**config.mk**
```make
export PLATFORM = sky130hd
export DESIGN_NAME = atm_hec_corrector
export DESIGN_NICKNAME = d
export VERILOG_FILES = /design/src/rtl/atm_hec_pkg.sv /design/src/rtl/atm_hec_syndrome.sv /design/src/rtl/atm_hec_policy.sv /design/src/rtl/atm_hec_delay.sv /design/src/rtl/atm_hec_corrector.sv
export SDC_FILE = /design/constraint.sdc
export NUM_CORES = 1
export LEC_CHECK = 0
export BUFFER_PORTS_ARGS = -buffer_cell sky130_fd_sc_hd__buf_2
export CORE_MARGIN = 5
export CORE_UTILIZATION = 45
export DETAILED_ROUTE_END_ITERATION = 10
export HOLD_SLACK_MARGIN = 0.15
export PLACE_DENSITY = 0.71
export SYNTH_ARGS = -nofsm -noshare
export SYNTH_HDL_FRONTEND = slang
export SYNTH_HIERARCHICAL = 1
export SYNTH_SLANG_ARGS = --single-unit
```
**constraint.sdc**
```tcl
create_clock -name clk -period 6.7 [get_ports clk]
set_input_delay 1.34 -clock clk [delete_from_list [all_inputs] [get_ports clk]]
set_output_delay 1.34 -clock clk [all_outputs]
set_load 0.03 [all_outputs]
```
**src/rtl/atm_hec_pkg.sv**
```systemverilog
package atm_hec_pkg;

   localparam int HDR_BYTES = 5;
   localparam int HDR_BITS  = 8 * HDR_BYTES;

   typedef enum logic {
      MODE_CORRECT = 1'b0,
      MODE_DETECT  = 1'b1
   } hec_mode_e;

   // CRC-8, generator x^8+x^2+x+1, zero start, 32 data bits MSB first
   function automatic logic [7:0] crc8_msb(input logic [31:0] d);
      logic [7:0] c;
      logic       fb;
      c = 8'h00;
      for (int i = 31; i >= 0; i--) begin
         fb = c[7] ^ d[i];
         c  = {c[6:0], 1'b0} ^ (fb ? 8'h07 : 8'h00);
      end
      return c;
   endfunction

   // syndrome produced by a lone flipped bit at header position pos (39 = byte 0 MSB)
   function automatic logic [7:0] single_syn(input int pos);
      logic [HDR_BITS-1:0] e;
      e      = '0;
      e[pos] = 1'b1;
      return crc8_msb(e[HDR_BITS-1:8]) ^ e[7:0];
   endfunction

endpackage

```
**src/rtl/atm_hec_syndrome.sv**
```systemverilog
module atm_hec_syndrome
   import atm_hec_pkg::*;
#(
   parameter logic [7:0] COSET_WORD = 8'h55
) (
   input  logic [HDR_BITS-1:0] hdr,
   input  logic                coset_en,
   output logic                syn_nz,
   output logic                single,
   output logic [HDR_BITS-1:0] hit
);

   logic [7:0] syn;

   assign syn    = crc8_msb(hdr[HDR_BITS-1:8]) ^ hdr[7:0] ^ (coset_en ? COSET_WORD : 8'h00);
   assign syn_nz = |syn;

   for (genvar k = 0; k < HDR_BITS; k++) begin : g_pos
      localparam logic [7:0] SK = single_syn(k);
      assign hit[k] = (syn == SK);
   end

   assign single = |hit;

endmodule

```
**src/rtl/atm_hec_policy.sv**
```systemverilog
module atm_hec_policy
   import atm_hec_pkg::*;
#(
   parameter int GOOD_RUN = 6,
   parameter int BAD_RUN  = 7,
   localparam int GW = $clog2(GOOD_RUN + 1),
   localparam int BW = $clog2(BAD_RUN + 1)
) (
   input  logic          clk,
   input  logic          rst_n,
   input  logic          decide,
   input  logic          err,
   input  logic          single,
   input  logic          ignore_multi,
   output logic          apply_fix,
   output logic          keep,
   output logic          st_corrected,
   output logic          st_discarded,
   output logic          st_retained,
   output logic          lod_pulse,
   output logic          mode_det,
   output logic [GW-1:0] good_cnt,
   output logic [BW-1:0] bad_cnt
);

   if (GOOD_RUN < 1) begin : g_bad_good
      $error("GOOD_RUN must be at least 1");
   end
   if (BAD_RUN < 1) begin : g_bad_bad
      $error("BAD_RUN must be at least 1");
   end

   hec_mode_e mode_q;
   logic      in_corr, fix_now, retain_now, good_last, bad_last;

   assign in_corr    = (mode_q == MODE_CORRECT);
   assign fix_now    = decide & err & single & in_corr;
   assign retain_now = decide & err & ~single & in_corr & ignore_multi;
   assign apply_fix  = fix_now;
   assign keep       = ~err | (in_corr & (single | ignore_multi));
   assign good_last  = (good_cnt == GW'(GOOD_RUN - 1));
   assign bad_last   = (bad_cnt == BW'(BAD_RUN - 1));
   assign mode_det   = (mode_q == MODE_DETECT);

   always_ff @(posedge clk) begin
      if (!rst_n) begin
         mode_q       <= MODE_CORRECT;
         good_cnt     <= '0;
         bad_cnt      <= '0;
         st_corrected <= 1'b0;
         st_discarded <= 1'b0;
         st_retained  <= 1'b0;
         lod_pulse    <= 1'b0;
      end else begin
         st_corrected <= fix_now;
         st_retained  <= retain_now;
         st_discarded <= decide & err & ~fix_now & ~retain_now;
         lod_pulse    <= 1'b0;
         if (decide) begin
            if (err) begin
               mode_q   <= MODE_DETECT;
               good_cnt <= '0;
               if (bad_last) begin
                  bad_cnt   <= '0;
                  lod_pulse <= 1'b1;
               end else begin
                  bad_cnt <= bad_cnt + 1'b1;
               end
            end else begin
               bad_cnt <= '0;
               if (mode_q == MODE_DETECT) begin
                  if (good_last) begin
                     mode_q   <= MODE_CORRECT;
                     good_cnt <= '0;
                  end else begin
                     good_cnt <= good_cnt + 1'b1;
                  end
               end
            end
         end
      end
   end

endmodule

```
**src/rtl/atm_hec_delay.sv**
```systemverilog
module atm_hec_delay
   import atm_hec_pkg::*;
(
   input  logic                clk,
   input  logic                rst_n,
   input  logic                in_valid,
   input  logic                in_soc,
   input  logic [7:0]          in_data,
   input  logic                decide,
   input  logic                keep,
   input  logic [HDR_BITS-1:0] fix,
   output logic [HDR_BITS-1:0] hdr_tap,
   output logic                out_valid,
   output logic                out_soc,
   output logic [7:0]          out_data,
   output logic                out_keep
);

   localparam int LAST = HDR_BYTES - 1;

   logic [7:0]           sr_data [HDR_BYTES];
   logic [HDR_BYTES-1:0] sr_soc, sr_vld;
   logic                 pend_keep;

   assign hdr_tap[7:0] = in_data;
   for (genvar i = 0; i < HDR_BYTES - 1; i++) begin : g_tap
      assign hdr_tap[8*i+15 -: 8] = sr_data[i];
   end

   always_ff @(posedge clk) begin
      if (!rst_n) begin
         for (int i = 0; i < HDR_BYTES; i++) sr_data[i] <= 8'h00;
         sr_soc    <= '0;
         sr_vld    <= '0;
         pend_keep <= 1'b0;
         out_valid <= 1'b0;
         out_soc   <= 1'b0;
         out_data  <= 8'h00;
         out_keep  <= 1'b0;
      end else begin
         if (decide) pend_keep <= keep;
         if (in_valid) begin
            sr_data[0] <= in_data ^ fix[7:0];
            for (int i = 1; i < HDR_BYTES; i++)
               sr_data[i] <= sr_data[i-1] ^ fix[8*i+7 -: 8];
            sr_soc    <= {sr_soc[LAST-1:0], in_soc};
            sr_vld    <= {sr_vld[LAST-1:0], 1'b1};
            out_valid <= sr_vld[LAST];
            out_soc   <= sr_vld[LAST] & sr_soc[LAST];
            out_data  <= sr_data[LAST];
            if (sr_vld[LAST] && sr_soc[LAST]) out_keep <= pend_keep;
         end else begin
            out_valid <= 1'b0;
            out_soc   <= 1'b0;
         end
      end
   end

endmodule

```
**src/rtl/atm_hec_corrector.sv**
```systemverilog
module atm_hec_corrector
   import atm_hec_pkg::*;
#(
   parameter int         CELL_BYTES = 53,
   parameter int         GOOD_RUN   = 6,
   parameter int         BAD_RUN    = 7,
   parameter logic [7:0] COSET_WORD = 8'h55
) (
   input  logic       clk,
   input  logic       rst_n,
   input  logic       in_valid,
   input  logic       in_soc,
   input  logic [7:0] in_data,
   input  logic [1:0] cfg_ctrl,
   output logic       out_valid,
   output logic       out_soc,
   output logic [7:0] out_data,
   output logic       out_keep,
   output logic       st_corrected,
   output logic       st_discarded,
   output logic       st_retained,
   output logic       lod_pulse
);

   localparam int PW = $clog2(CELL_BYTES + 1);
   localparam int GW = $clog2(GOOD_RUN + 1);
   localparam int BW = $clog2(BAD_RUN + 1);

   if (CELL_BYTES <= HDR_BYTES) begin : g_bad_cell
      $error("CELL_BYTES must exceed the header length");
   end

   logic [PW-1:0]       pos_q, cur_pos;
   logic                decide, syn_nz, single, apply_fix, keep, mode_det;
   logic [HDR_BITS-1:0] hdr_tap, hit, fix_eff;
   logic [GW-1:0]       good_cnt;
   logic [BW-1:0]       bad_cnt;

   assign cur_pos = in_soc ? '0 : pos_q;
   assign decide  = in_valid && (cur_pos == PW'(HDR_BYTES - 1));
   assign fix_eff = apply_fix ? hit : '0;

   always_ff @(posedge clk) begin
      if (!rst_n) pos_q <= PW'(CELL_BYTES);
      else if (in_valid && cur_pos != PW'(CELL_BYTES)) pos_q <= cur_pos + 1'b1;
      else if (in_valid) pos_q <= cur_pos;
   end

   atm_hec_syndrome #(.COSET_WORD(COSET_WORD)) u_syn (
      .hdr      (hdr_tap),
      .coset_en (cfg_ctrl[1]),
      .syn_nz   (syn_nz),
      .single   (single),
      .hit      (hit)
   );

   atm_hec_policy #(.GOOD_RUN(GOOD_RUN), .BAD_RUN(BAD_RUN)) u_policy (
      .clk          (clk),
      .rst_n        (rst_n),
      .decide       (decide),
      .err          (syn_nz),
      .single       (single),
      .ignore_multi (cfg_ctrl[0]),
      .apply_fix    (apply_fix),
      .keep         (keep),
      .st_corrected (st_corrected),
      .st_discarded (st_discarded),
      .st_retained  (st_retained),
      .lod_pulse    (lod_pulse),
      .mode_det     (mode_det),
      .good_cnt     (good_cnt),
      .bad_cnt      (bad_cnt)
   );

   atm_hec_delay u_delay (
      .clk       (clk),
      .rst_n     (rst_n),
      .in_valid  (in_valid),
      .in_soc    (in_soc),
      .in_data   (in_data),
      .decide    (decide),
      .keep      (keep),
      .fix       (fix_eff),
      .hdr_tap   (hdr_tap),
      .out_valid (out_valid),
      .out_soc   (out_soc),
      .out_data  (out_data),
      .out_keep  (out_keep)
   );

endmodule

```
==> results of run 1 <==
-- layout make-up --
class | count | area, um2
Sequential cell | 79 | 1980
Clock inverter | 5 | 43.8
Clock buffer | 11 | 243
Fill cell | 1140 | 6030
Tap cell | 168 | 210
Timing Repair Buffer | 31 | 163
Multi-Input combinational cell | 434 | 3420
Inverter | 5 | 18.8
-- critical path, stage by stage, from the launching register on --
cell	delay, ns
edfxtp_1	0.49
xor2_1	0.36
xnor3_2	0.61
xnor3_2	0.53
xnor2_1	0.45
nor3_1	0.19
a2bb2o_1	0.58
a21oi_1	0.14
a2111oi_0	0.51
nand4_1	0.22
and2_1	0.19
buf_4	0.22
and2_1	0.18
xnor2_1	0.20
nor2_1	0.08
-- flip-flops by register name (all words and copies together) (netlist names), 3 cells and up --
register,flops
u_delay/sr_soc,5
u_delay/sr_data,40
u_delay/sr_vld,5
pos_q,6
u_delay/out_data,8
u_policy/bad_cnt,3
u_policy/good_cnt,3
-- final timing paths --
check,startpoint,end,slack (ns),cells after the start
worst min register to register,u_delay/out_keep$_SDFFE_PN0P_,u_delay/out_keep$_SDFFE_PN0P_,0.47,2
worst min-delay path,u_delay/out_keep$_SDFFE_PN0P_,u_delay/out_keep$_SDFFE_PN0P_,0.47,2
worst max-delay path,u_delay/sr_data[3][4]$_SDFFCE_PN0P_,u_delay/sr_data[0][4]$_SDFFCE_PN0P_,1.47,14
worst max register to register,u_delay/sr_data[3][4]$_SDFFCE_PN0P_,u_delay/sr_data[0][4]$_SDFFCE_PN0P_,1.47,14
-- cell usage after synthesis, drive strengths merged, types with 12 or more instances --
cell / number / area (um2)
xnor2: 72 / 653
nor2: 68 / 255
and2: 44 / 275
edfxtp: 40 / 1200
dfxtp: 39 / 781
nor3: 29 / 145
xnor3: 25 / 572
buf: 23 / 179
mux2i: 19 / 190
nand2: 19 / 78.8
nor2b: 19 / 119
xor2: 18 / 199
a21oi: 13 / 68.8
o21ai: 12 / 60.1
-- per-layer routing --
layer / GRT usage / up-vias / wire length (um)
met5: 0 / - / 0
met4: 0.0476 / 0 / 212
met3: 0.0543 / 21 / 964
met2: 0.280 / 148 / 5860
met1: 0.243 / 1888 / 5760
li1: - / 1921 / -
-- per-stage QoR --
stage | hold slack [ns] | area (um2)
after global placement | 0.436 | 5790
final | 0.470 | 6080
after CTS | 0.475 | 6080
after detailed placement | 0.466 | 5790
after global routing | 0.500 | 6080
after floorplan | 0.427 | 5620
-- logic make-up (layout without fill, tap and decap cells) --
group | Yosys count | after routing | synth area share
and+or+nand+nor | 237 | 237 | 0.230
DFF | 79 | 79 | 0.353
AOI/OAI and AO/OA | 58 | 58 | 0.0710
adders and majority gates | 1 | 1 | 0.00223
xor gates and xnor gates | 119 | 119 | 0.271
buffers and inverters | 34 | 52 | 0.0392
muxes | 19 | 19 | 0.0339
==> impl_results.html, run 1 <==
<table>
<tr><th>Metric</th><th>Value</th></tr>
<tr><th colspan="2">Placed design</th></tr>
<tr><td>HPWL Detailed</td><td>roughly 9.5 mm</td></tr>
<tr><td>Pre-CTS WS</td><td>around 1.5 ns</td></tr>
<tr><td>Total of buffers placed on input and output ports</td><td>28</td></tr>
<tr><td># placed instances</td><td>just over 700</td></tr>
<tr><td>GP Congestion</td><td>between 0.9 and 1</td></tr>
<tr><th colspan="2">Detailed routing</th></tr>
<tr><td>Detailed-route via count</td><td>roughly 4000</td></tr>
<tr><td>Initial DRT Pass Iterations</td><td>6</td></tr>
<tr><td>Remaining number of nets flagged by the antenna check after routing</td><td>0</td></tr>
<tr><td>Average routed wire per standard cell</td><td>~17 um</td></tr>
<tr><td>DRT Wirelength</td><td>12.8 mm</td></tr>
<tr><td>Initial DRC count</td><td>around 380</td></tr>
<tr><td>Number of remaining DRC errors</td><td>0</td></tr>
<tr><td>Detail-routed via count per cell</td><td>5.43</td></tr>
<tr><th colspan="2">Yosys</th></tr>
<tr><td>Post-synth top flop</td><td>edfxtp_1</td></tr>
<tr><td>Mapped Avg Cell Area</td><td>10.3 um2</td></tr>
<tr><td>Share of synthesized registers carrying an async set or reset</td><td>0</td></tr>
<tr><td>Proportion of synthesized chip area in sequential cells</td><td>0.353</td></tr>
<tr><td>Cell area after synthesis</td><td>5620 um2</td></tr>
<tr><td>Count of cell types in the netlist</td><td>73</td></tr>
<tr><td>Gate count of the mapped netlist</td><td>547</td></tr>
<tr><td>Post-synth EDFFs</td><td>40</td></tr>
<tr><td>Ys Warns</td><td>6</td></tr>
<tr><td>Number of nets in the synthesized netlist</td><td>roughly 560</td></tr>
<tr><td>Register bit total from synthesis</td><td>79</td></tr>
<tr><th colspan="2">Clock tree</th></tr>
<tr><td>Total number of clock tree sinks</td><td>79</td></tr>
<tr><td>Depth of the CTS H-tree</td><td>3</td></tr>
<tr><td>Cell at the root of the clock tree</td><td>clkbuf_16</td></tr>
<tr><td>CTS buffer count</td><td>9</td></tr>
<tr><td>Clock slew at the register clock pins of the worst setup and hold paths</td><td>0.07 ns</td></tr>
<tr><td>Postcts setup bufs</td><td>0</td></tr>
<tr><td>TritonCTS clock tree</td><td>built</td></tr>
<tr><td>Hold-fix buffers, CTS</td><td>0</td></tr>
<tr><td>Max Root-Sink Buffers</td><td>2</td></tr>
<tr><td>Source-to-sink clock delay at the later pin of the worst-skew pair</td><td>0.34 ns</td></tr>
<tr><td>Post-cts resize count</td><td>0</td></tr>
<tr><th colspan="2">Timing</th></tr>
<tr><td>Transition time at the pin with the least slew margin</td><td>approximately 1.0 ns</td></tr>
<tr><td>Post-route setup TNS</td><td>0 ns</td></tr>
<tr><td>Peak Freq</td><td>191 MHz</td></tr>
<tr><td>Slew Viols, Final</td><td>0</td></tr>
<tr><td>Endpoints failing hold</td><td>0</td></tr>
<tr><td>Least setup slack across all paths after layout</td><td>about 1.5 ns</td></tr>
<tr><td>Final critical-path share of the clock period</td><td>0.781</td></tr>
<tr><td>Rel. slew slack</td><td>0.304</td></tr>
<tr><td>Count of final setup violators</td><td>0</td></tr>
<tr><td>RSZ-0062 raised after global routing</td><td>no</td></tr>
<tr><td>Skew final</td><td>roughly 0.0077 ns</td></tr>
<tr><td>Minimum period implied by the final worst setup slack</td><td>roughly 5.2 ns</td></tr>
<tr><th colspan="2">Run</th></tr>
<tr><td>Maxcap violations</td><td>0</td></tr>
<tr><th colspan="2">Floorplan</th></tr>
<tr><td>Placeable Area</td><td>12100 um2</td></tr>
<tr><td>FP Rows</td><td>40</td></tr>
<tr><td>I/O pin count</td><td>29</td></tr>
<tr><td>Die extent in y</td><td>between 100 and 150 um</td></tr>
<tr><td>Die area</td><td>around 15000 um2</td></tr>
<tr><td>Starting density of the core</td><td>0.464</td></tr>
<tr><td>Chip Width</td><td>about 120 um</td></tr>
<tr><th colspan="2">Outcome</th></tr>
<tr><td>Status</td><td>finished clean</td></tr>
<tr><th colspan="2">Layout</th></tr>
<tr><td>Area added between synthesis and finish</td><td>8.20%</td></tr>
<tr><td>Most common library cell in the layout ignoring fill and taps</td><td>xnor2_1</td></tr>
<tr><td>Final net count</td><td>575</td></tr>
<tr><td>Non-Filler Instances</td><td>733</td></tr>
<tr><td>Fraction of layout instances using a drive strength above 1</td><td>0.142</td></tr>
<tr><td>Post-layout util</td><td>0.502</td></tr>
<tr><td>Top library cells by usage in the layout, fill and taps aside</td><td>xnor2_1 (69), nor2_1 (68), and2_1 (44), edfxtp_1 (40), dfxtp_1 (39)</td></tr>
<tr><td>Antenna diode instance count</td><td>0</td></tr>
<tr><th colspan="2">Critical path</th></tr>
<tr><td>Category of the critical setup timing path</td><td>flop to flop</td></tr>
<tr><td>Startpoint class of the critical path</td><td>flop</td></tr>
<tr><td>Req. time, crit path</td><td>~6.8 ns</td></tr>
<tr><td>Critical path data arrival time</td><td>5.30 ns</td></tr>
<tr><td>Top fanout value on the critical path</td><td>40</td></tr>
<tr><td>Critical Path Sink Type</td><td>flop</td></tr>
<tr><th colspan="2">GRT</th></tr>
<tr><td>Antenna violations before repair</td><td>0</td></tr>
<tr><td>Global-route usage over all layers</td><td>0.179</td></tr>
<tr><td>Total congestion overflow</td><td>0</td></tr>
<tr><td>Largest net degree at the start of global routing</td><td>approximately 40</td></tr>
<tr><td>Vias in the first global route</td><td>between 3000 and 4000</td></tr>
<tr><td>Wire length of the first global-routing pass</td><td>20.4 mm</td></tr>
<tr><th colspan="2">Worst hold path</th></tr>
<tr><td>Type of the tightest min-delay check</td><td>flop to flop</td></tr>
</table>
Power of run 1 is not shown: default switching activity piles up to over one toggle a cycle in this logic, so the estimate is an artifact.
==> run 2: changes to the inputs <==
- ABC_AREA: default -> 1
- PLACE_DENSITY: 0.71 -> 0.73
- clock period: 6.7 -> 4.5 ns (I/O delays scaled with it)
==> impl_results.html, run 2 <==
<table>
<tr><th>Metric</th><th>Value</th></tr>
<tr><th colspan="2">Outcome</th></tr>
<tr><td>Status</td><td>finished with violations</td></tr>
<tr><td>Failing checks</td><td>negative setup slack</td></tr>
<tr><th colspan="2">Yosys</th></tr>
<tr><td>Post-synth top area cell</td><td>edfxtp_1</td></tr>
<tr><td>Count of cell types in the netlist</td><td>35 (-52%)</td></tr>
<tr><td>Gate count of the mapped netlist</td><td>949 (+73%)</td></tr>
<tr><td>Ys Warns</td><td>6 (unchanged)</td></tr>
<tr><td>Number of nets in the synthesized netlist</td><td>964 (+72%)</td></tr>
<tr><td>Cell area after synthesis</td><td>6220 um2 (+11%)</td></tr>
<tr><td>Share of synthesized registers carrying an async set or reset</td><td>0 (unchanged)</td></tr>
<tr><td>Most frequent cell after synthesis</td><td>nand2_1</td></tr>
<tr><td>Yosys top cell area share</td><td>0.193 (-0.0206)</td></tr>
<tr><td>Register bit total from synthesis</td><td>79 (unchanged)</td></tr>
<tr><td>Proportion of synthesized chip area in sequential cells</td><td>0.319 (-0.0339)</td></tr>
<tr><td>Post-synth top flop</td><td>edfxtp_1</td></tr>
<tr><td>Most instantiated cells after synthesis</td><td>nand2_1 (305), inv_1 (138), nor2_1 (95), nand3_1 (86), nand2_2 (54)</td></tr>
<tr><td>Post-synth EDFFs</td><td>40 (unchanged)</td></tr>
<tr><td>Mapped Avg Cell Area</td><td>6.55 um2 (-36%)</td></tr>
<tr><td>Largest cells by area after synthesis</td><td>edfxtp_1 (19%), nand2_1 (18%), dfxtp_1 (13%), inv_1 (8.3%), nand3_1 (6.9%)</td></tr>
<tr><th colspan="2">Floorplan</th></tr>
<tr><td>Chip Width</td><td>128 um (+4.8%)</td></tr>
<tr><td>Die extent in y</td><td>128 um (+4.8%)</td></tr>
<tr><td>I/O pin count</td><td>29 (unchanged)</td></tr>
<tr><td>FP Rows</td><td>43 (+7.5%)</td></tr>
<tr><td>Placeable Area</td><td>13700 um2 (+13%)</td></tr>
<tr><td>Starting density of the core</td><td>0.453 (-0.0108)</td></tr>
<tr><td>Die area</td><td>16300 um2 (+9.8%)</td></tr>
<tr><th colspan="2">Run</th></tr>
<tr><td>Maxcap violations</td><td>0 (unchanged)</td></tr>
<tr><th colspan="2">Detailed routing</th></tr>
<tr><td>Metal-1 WL</td><td>7.29 mm (+27%)</td></tr>
<tr><td>Highest Signal Layer</td><td>met4</td></tr>
<tr><td>Number of remaining DRC errors</td><td>0 (unchanged)</td></tr>
<tr><td>DRT Wirelength</td><td>18.0 mm (+41%)</td></tr>
<tr><td>Initial DRC count</td><td>435 (+15%)</td></tr>
<tr><td>Remaining number of nets flagged by the antenna check after routing</td><td>0 (unchanged)</td></tr>
<tr><td>Detail Route met2 WL</td><td>8.91 mm (+52%)</td></tr>
<tr><td>Detail-routed via count per cell</td><td>5.15 (-5.1%)</td></tr>
<tr><td>WL met3</td><td>1.02 mm (+5.4%)</td></tr>
<tr><td>Average routed wire per standard cell</td><td>14.9 um (-15%)</td></tr>
<tr><td>Initial DRT Pass Iterations</td><td>6 (unchanged)</td></tr>
<tr><td>Detailed-route via count</td><td>6224 (+56%)</td></tr>
<tr><th colspan="2">GRT</th></tr>
<tr><td>Vias in the first global route</td><td>5319 (+40%)</td></tr>
<tr><td>Global-route usage over all layers</td><td>0.188 (+0.00894)</td></tr>
<tr><td>Antenna violations before repair</td><td>0 (unchanged)</td></tr>
<tr><td>Wire length of the first global-routing pass</td><td>24.9 mm (+22%)</td></tr>
<tr><td>Largest net degree at the start of global routing</td><td>51 (+24%)</td></tr>
<tr><td>Total congestion overflow</td><td>0 (unchanged)</td></tr>
<tr><th colspan="2">Layout</th></tr>
<tr><td>Largest reg by FF count</td><td>u_delay/sr_data</td></tr>
<tr><td>Final net count</td><td>1039 (+81%)</td></tr>
<tr><td>Antenna diode instance count</td><td>0 (unchanged)</td></tr>
<tr><td>FILL cells</td><td>1160 (+1.8%)</td></tr>
<tr><td>Number of flip-flops under the largest register name</td><td>40 (unchanged)</td></tr>
<tr><td>Most common library cell in the layout ignoring fill and taps</td><td>nand2_1</td></tr>
<tr><td>Fraction of layout instances using a drive strength above 1</td><td>0.391 (+0.249)</td></tr>
<tr><td>Largest registers ranked by flip-flop count</td><td>u_delay/sr_data x40, u_delay/out_data x8, pos_q x6</td></tr>
<tr><td>Area added between synthesis and finish</td><td>32.8%</td></tr>
<tr><td>Top library cells by usage in the layout, fill and taps aside</td><td>nand2_1 (211), inv_1 (117), nand2_2 (98), nor2_1 (76), nand3_1 (56)</td></tr>
<tr><th colspan="2">Clock tree</th></tr>
<tr><td>TritonCTS clock tree</td><td>built</td></tr>
<tr><td>Max Root-Sink Buffers</td><td>2 (unchanged)</td></tr>
<tr><td>Cell at the root of the clock tree</td><td>clkbuf_16</td></tr>
<tr><td>Clock slew at the register clock pins of the worst setup and hold paths</td><td>0.07 ns (about the same)</td></tr>
<tr><td>Source-to-sink clock delay at the later pin of the worst-skew pair</td><td>0.35 ns (about the same)</td></tr>
<tr><td>CTS buffer count</td><td>9 (unchanged)</td></tr>
<tr><td>Total number of clock tree sinks</td><td>79 (unchanged)</td></tr>
<tr><td>Depth of the CTS H-tree</td><td>3 (unchanged)</td></tr>
<tr><th colspan="2">Timing</th></tr>
<tr><td>Slew Viols, Final</td><td>0 (unchanged)</td></tr>
<tr><td>Skew final</td><td>0.00718 ns (-0.000488 ns)</td></tr>
<tr><td>Rel. slew slack</td><td>0.252 (-0.0521)</td></tr>
<tr><td>Minimum period implied by the final worst setup slack</td><td>4.60 ns (-0.629 ns)</td></tr>
<tr><td>Final critical-path share of the clock period</td><td>1.02 (+0.242)</td></tr>
<tr><td>Peak Freq</td><td>217 MHz (+14%)</td></tr>
<tr><td>Count of final setup violators</td><td>40 (+40)</td></tr>
<tr><td>RSZ-0062 raised after global routing</td><td>yes</td></tr>
<tr><td>Min Hold Slack</td><td>0.461 ns (-0.00899 ns)</td></tr>
<tr><td>Post-route setup TNS</td><td>-1.66 ns (-1.66 ns)</td></tr>
<tr><td>Endpoints failing hold</td><td>0 (unchanged)</td></tr>
<tr><td>Least setup slack across all paths after layout</td><td>-0.104 ns (-1.57 ns)</td></tr>
<tr><td>Transition time at the pin with the least slew margin</td><td>1.12 ns (+0.0742 ns)</td></tr>
<tr><th colspan="2">Critical path</th></tr>
<tr><td>Category of the critical setup timing path</td><td>flop to flop</td></tr>
<tr><td>Slowest stage cell on the critical path</td><td>edfxtp_1</td></tr>
<tr><td>Critical path data arrival time</td><td>4.65 ns (-0.65 ns)</td></tr>
<tr><td>Critical Path Sink Type</td><td>flop</td></tr>
<tr><td>Worst R2R End</td><td>u_delay/sr_data[1][4]$_SDFFCE_PN0P_</td></tr>
<tr><td>Depth of the worst register-to-register path</td><td>34 (+20)</td></tr>
<tr><td>Delay contributed by the slowest stage of the critical path</td><td>0.49 ns (-0.12 ns)</td></tr>
<tr><td>Startpoint class of the critical path</td><td>flop</td></tr>
<tr><td>Req. time, crit path</td><td>4.55 ns (-2.22 ns)</td></tr>
<tr><td>FF-to-FF setup slack</td><td>-0.10 ns (-1.57 ns)</td></tr>
<tr><td>Most frequent cell on the critical path</td><td>nand2_1</td></tr>
<tr><td>Top fanout value on the critical path</td><td>7 (-83%)</td></tr>
<tr><td>Reg2Reg Launch Point</td><td>u_delay/sr_data[3][7]$_SDFFCE_PN0P_</td></tr>
<tr><th colspan="2">Worst hold path</th></tr>
<tr><td>Type of the tightest min-delay check</td><td>flop to flop</td></tr>
<tr><td>End of the worst hold path</td><td>u_delay/out_soc$_SDFF_PN0_</td></tr>
<tr><td>Hold-critical path depth</td><td>2 (unchanged)</td></tr>
<tr><td>Launch point of the worst hold path</td><td>u_delay/sr_soc[4]$_SDFFE_PN0P_</td></tr>
<tr><th colspan="2">Placed design</th></tr>
<tr><td>Total of buffers placed on input and output ports</td><td>28 (unchanged)</td></tr>
<tr><td>Pre-CTS WS</td><td>-0.0796 ns (-1.53 ns)</td></tr>
<tr><td>HPWL Detailed</td><td>11.4 mm (+20%)</td></tr>
<tr><td>GP Congestion</td><td>0.926 (-0.70%)</td></tr>
<tr><th colspan="2">Power</th></tr>
<tr><td>Leakage power total</td><td>about 4.3 nW</td></tr>
<tr><td>Power density over the cells</td><td>between 600 and 700 nW/um2</td></tr>
<tr><td>Largest vdd supply drop</td><td>605 uV</td></tr>
</table>
==> run 2: final cells by class <==
class                      count  area, um2  area share
inverter                     168        651      0.0788
clock inverter                 6       47.5     0.00576
timing repair buffer          83        709      0.0859
clock buffer                  10        239      0.0289
tap                          180        225      0.0273
multi-input combinational    683       4400       0.533
sequential                    79       1980       0.240
==> run 2: logic make-up after synthesis <==
| logic type | after synthesis | synth area share |
|---|---|---|
| simple gates | 595 | 0.448 |
| buf+inv | 188 | 0.123 |
| flops | 79 | 0.319 |
| xor+xnor | 50 | 0.0741 |
| compound gates | 36 | 0.0338 |
| fa+ha+maj | 1 | 0.00201 |
==> run 2: what timing repair did <==
item,CTS,global route
gates cloned,0,7
pin swaps,1,89
setup buffers,6,22
resized for setup,0,260
hold buffers,0,0
setup endpoints to repair,40,40
==> run 2: worst max-delay path, delay by kind of cell, from the launching register on <==
kind                   cells  cell delay, ns
buffers and inverters      8            0.97
AND/OR/NAND/NOR           24            2.47
XOR/XNOR                   2            0.37
flip-flops                 1            0.49
==> run 2: how the worst max path moves through the flow <==
stage | start | to
final | u_delay/sr_data[3][7]$_SDFFCE_PN0P_ | u_delay/sr_data[1][4]$_SDFFCE_PN0P_
after global routing | u_delay/sr_data[3][7]$_SDFFCE_PN0P_ | u_delay/sr_data[1][4]$_SDFFCE_PN0P_
after CTS | u_delay/sr_data[3][5]$_SDFFCE_PN0P_ | u_delay/sr_data[2][1]$_SDFFCE_PN0P_
after detailed placement | u_delay/sr_data[3][4]$_SDFFCE_PN0P_ | u_delay/sr_data[2][1]$_SDFFCE_PN0P_
after global placement | u_delay/sr_data[3][6]$_SDFFCE_PN0P_ | u_delay/sr_data[3][1]$_SDFFCE_PN0P_
after floorplan | u_delay/sr_data[3][5]$_SDFFCE_PN0P_ | u_delay/sr_data[4][3]$_SDFFCE_PN0P_
==> run 2: metrics by stage <==
stage | area [um2] | cells | util | power, mW
after floorplan | 6220 | 949 | - | 2.53
after global placement | 6620 | 1158 | 0.483 | 3.01
after detailed placement | 6620 | 1158 | 0.483 | 3.03
after CTS | 6960 | 1180 | 0.507 | 3.85
after global routing | 8260 | 1209 | 0.602 | 5.46
final | 8260 | 1209 | 0.602 | 5.19
==> run 2: where the power goes <==
part | internal, mW | switching (mW) | total, mW
Sequential | 0.795 | 0.0363 | 0.831
Clock | 0.397 | 0.327 | 0.724
Combinational | 1.35 | 2.29 | 3.63
Total | 2.54 | 2.65 | 5.19
==> run 2: routing by layer <==
| metal | GRT usage | up-vias |
|---|---|---|
| met5 | 0 | - |
| met4 | 0.0618 | 0 |
| met3 | 0.0309 | 64 |
| met2 | 0.324 | 254 |
| met1 | 0.241 | 2846 |
| li1 | - | 3060 |
No activity file was read; power rests on OpenSTA's default activity.
==> run 3: changes to the inputs <==
- ABC_AREA: 1 -> default
==> impl_results.html, run 3 (synthesis gave the netlist of run 1 again) <==
<table>
<tr><th>Metric</th><th>Value</th></tr>
<tr><th colspan="2">Clock tree</th></tr>
<tr><td>Depth of the CTS H-tree</td><td>3 (unchanged)</td></tr>
<tr><td>TritonCTS clock tree</td><td>built</td></tr>
<tr><td>Max Root-Sink Buffers</td><td>2 (unchanged)</td></tr>
<tr><td>Cell at the root of the clock tree</td><td>clkbuf_16</td></tr>
<tr><td>Total number of clock tree sinks</td><td>79 (unchanged)</td></tr>
<tr><td>Source-to-sink clock delay at the later pin of the worst-skew pair</td><td>0.34 ns (about the same)</td></tr>
<tr><td>Clock slew at the register clock pins of the worst setup and hold paths</td><td>0.06 ns (about the same)</td></tr>
<tr><td>CTS buffer count</td><td>9 (unchanged)</td></tr>
<tr><th colspan="2">Timing</th></tr>
<tr><td>Peak Freq</td><td>224 MHz (+3.1%)</td></tr>
<tr><td>Min Hold Slack</td><td>0.462 ns (+0.00103 ns)</td></tr>
<tr><td>Slew Viols, Final</td><td>0 (unchanged)</td></tr>
<tr><td>Minimum period implied by the final worst setup slack</td><td>4.46 ns (-0.140 ns)</td></tr>
<tr><td>Final critical-path share of the clock period</td><td>0.992 (-0.0310)</td></tr>
<tr><td>RSZ-0062 raised after global routing</td><td>yes</td></tr>
<tr><td>Transition time at the pin with the least slew margin</td><td>1.02 ns (-0.100 ns)</td></tr>
<tr><td>Endpoints failing hold</td><td>0 (unchanged)</td></tr>
<tr><td>Skew final</td><td>0.00826 ns (+0.00108 ns)</td></tr>
<tr><td>Least setup slack across all paths after layout</td><td>0.0361 ns (+0.140 ns)</td></tr>
<tr><td>Rel. slew slack</td><td>0.321 (+0.0693)</td></tr>
<tr><td>Count of final setup violators</td><td>0 (-100%)</td></tr>
<tr><th colspan="2">Critical path</th></tr>
<tr><td>Critical Path Sink Type</td><td>flop</td></tr>
<tr><td>Critical path data arrival time</td><td>4.54 ns (-0.11 ns)</td></tr>
<tr><td>Top fanout value on the critical path</td><td>20 (+13)</td></tr>
<tr><td>Reg2Reg Launch Point</td><td>u_delay/sr_data[2][3]$_SDFFCE_PN0P_</td></tr>
<tr><td>First element of the critical path</td><td>u_delay/sr_data[2][3]$_SDFFCE_PN0P_</td></tr>
<tr><td>Category of the critical setup timing path</td><td>flop to flop</td></tr>
<tr><td>Startpoint class of the critical path</td><td>flop</td></tr>
<tr><td>Req. time, crit path</td><td>4.57 ns (+0.02 ns)</td></tr>
<tr><th colspan="2">Placed design</th></tr>
<tr><td>Placed inst area</td><td>6270 um2 (-5.3%)</td></tr>
<tr><td>Pre-CTS WS</td><td>-0.0309 ns (+0.0486 ns)</td></tr>
<tr><td>GP Congestion</td><td>0.936 (+1.1%)</td></tr>
<tr><td>Total of buffers placed on input and output ports</td><td>28 (unchanged)</td></tr>
<tr><td>HPWL Detailed</td><td>10.4 mm (-8.7%)</td></tr>
<tr><td># placed instances</td><td>779 (-33%)</td></tr>
<tr><th colspan="2">Outcome</th></tr>
<tr><td>Status</td><td>finished clean</td></tr>
<tr><th colspan="2">Layout</th></tr>
<tr><td>Final net count</td><td>651 (-37%)</td></tr>
<tr><td>Top library cells by usage in the layout, fill and taps aside</td><td>buf_4 (75), nor2_1 (66), xnor2_1 (56), and2_1 (40), edfxtp_1 (40)</td></tr>
<tr><td>Antenna diode instance count</td><td>0 (unchanged)</td></tr>
<tr><td>Post-route cell area</td><td>7050 um2 (-15%)</td></tr>
<tr><td>Largest reg by FF count</td><td>u_delay/sr_data</td></tr>
<tr><td>Largest registers ranked by flip-flop count</td><td>u_delay/sr_data x40, u_delay/out_data x8, pos_q x6</td></tr>
<tr><td>Non-Filler Instances</td><td>809 (-33%)</td></tr>
<tr><td>Fraction of layout instances using a drive strength above 1</td><td>0.312 (-0.0787)</td></tr>
<tr><td>Number of flip-flops under the largest register name</td><td>40 (unchanged)</td></tr>
<tr><td>Area added between synthesis and finish</td><td>25.5%</td></tr>
<tr><td>Most common library cell in the layout ignoring fill and taps</td><td>buf_4</td></tr>
<tr><th colspan="2">Floorplan</th></tr>
<tr><td>FP Rows</td><td>40 (-7.0%)</td></tr>
<tr><td>Placeable Area</td><td>12100 um2 (-12%)</td></tr>
<tr><td>Starting density of the core</td><td>0.464 (+0.0108)</td></tr>
<tr><td>I/O pin count</td><td>29 (unchanged)</td></tr>
<tr><td>Die extent in y</td><td>122 um (-4.5%)</td></tr>
<tr><td>Chip Width</td><td>122 um (-4.5%)</td></tr>
<tr><td>Die area</td><td>14800 um2 (-8.9%)</td></tr>
<tr><th colspan="2">Detailed routing</th></tr>
<tr><td>Initial DRC count</td><td>433 (-0.46%)</td></tr>
<tr><td>Average routed wire per standard cell</td><td>17.6 um (+18%)</td></tr>
<tr><td>Number of remaining DRC errors</td><td>0 (unchanged)</td></tr>
<tr><td>Remaining number of nets flagged by the antenna check after routing</td><td>0 (unchanged)</td></tr>
<tr><td>DRT Wirelength</td><td>14.3 mm (-21%)</td></tr>
<tr><td>Detailed-route via count</td><td>4320 (-31%)</td></tr>
<tr><td>Initial DRT Pass Iterations</td><td>5 (-1)</td></tr>
<tr><td>Detail-routed via count per cell</td><td>5.34 (+3.7%)</td></tr>
<tr><th colspan="2">GRT</th></tr>
<tr><td>Vias in the first global route</td><td>4160 (-22%)</td></tr>
<tr><td>Wire length of the first global-routing pass</td><td>21.8 mm (-13%)</td></tr>
<tr><td>Antenna violations before repair</td><td>0 (unchanged)</td></tr>
<tr><td>Global-route usage over all layers</td><td>0.191 (+0.00293)</td></tr>
<tr><td>Total congestion overflow</td><td>0 (unchanged)</td></tr>
<tr><td>Largest net degree at the start of global routing</td><td>41 (-20%)</td></tr>
<tr><th colspan="2">Run</th></tr>
<tr><td>Maxcap violations</td><td>0 (unchanged)</td></tr>
<tr><th colspan="2">Worst hold path</th></tr>
<tr><td>Type of the tightest min-delay check</td><td>flop to flop</td></tr>
<tr><td>Launch point of the worst hold path</td><td>u_delay/sr_vld[0]$_SDFFE_PN0P_</td></tr>
</table>
## run 3: cell count changes in the layout (fill, tap and decap cells not counted), moves of 37 or more
cell / change
and2_1: +40
buf_4: +37
inv_1: -112
inv_2: -46
nand2_1: -195
nand2_2: -96
nand2_4: -54
nand3_1: -49
## run 3: routing by layer
layer | wire (um) | vias to the layer above | track usage | part of all wire
li1 | - | 2070 | - | -
met1 | 6140 | 2082 | 0.256 | 0.43
met2 | 7030 | 143 | 0.310 | 0.49
met3 | 812 | 25 | 0.0432 | 0.057
met4 | 282 | 0 | 0.0595 | 0.020
met5 | 0 | - | 0 | 0
## run 3: repair_timing
item | CTS | global route
hold buffers | 0 | 0
gates cloned | 0 | 1
resized for setup | 9 | 51
endpoints found under the setup margin | 20 | 40
buffers inserted | 0 | 13
pin swaps | 0 | 25
## run 3: layout make-up
cell class | count | area, um2
repair buffers | 107 | 779
inverters | 5 | 18.8
clock buffers | 12 | 258
fillers | 1034 | 5060
flip-flops and latches | 79 | 1980
clock inverters | 4 | 26.3
well taps | 168 | 210
multi-input cells | 434 | 3770
## run 3: critical path, cell delays in order (launching register included)
cell	delay [ns]
edfxtp_1	0.43
xnor3_2	0.43
xnor3_1	0.41
xnor3_2	0.50
buf_4	0.18
xor2_4	0.15
buf_12	0.15
xor2_2	0.16
buf_4	0.15
nand2b_1	0.16
nor3_1	0.12
a2111oi_1	0.37
nand4_1	0.18
and2_4	0.20
buf_12	0.15
and2_1	0.15
xnor2_1	0.21
nor2_1	0.08
## run 3: metrics by stage
step | util | setup TNS, ns
6_report | 0.582 | 0
5_1_grt | 0.582 | -1.62
4_1_cts | 0.546 | 0
3_5_place_dp | 0.518 | -0.0473
3_3_place_gp | 0.518 | 0
2_1_floorplan | - | 0
## run 3: worst paths after layout
kind	cells after the start	end	slack, ns
worst max-delay path	17	u_delay/sr_data[3][7]$_SDFFCE_PN0P_	0.04
worst max register to register	17	u_delay/sr_data[3][7]$_SDFFCE_PN0P_	0.04
worst min register to register	1	u_delay/sr_vld[0]$_SDFFE_PN0P_	0.46
worst min-delay path	1	u_delay/sr_vld[0]$_SDFFE_PN0P_	0.46
Power of run 3 is left out for the same reason.
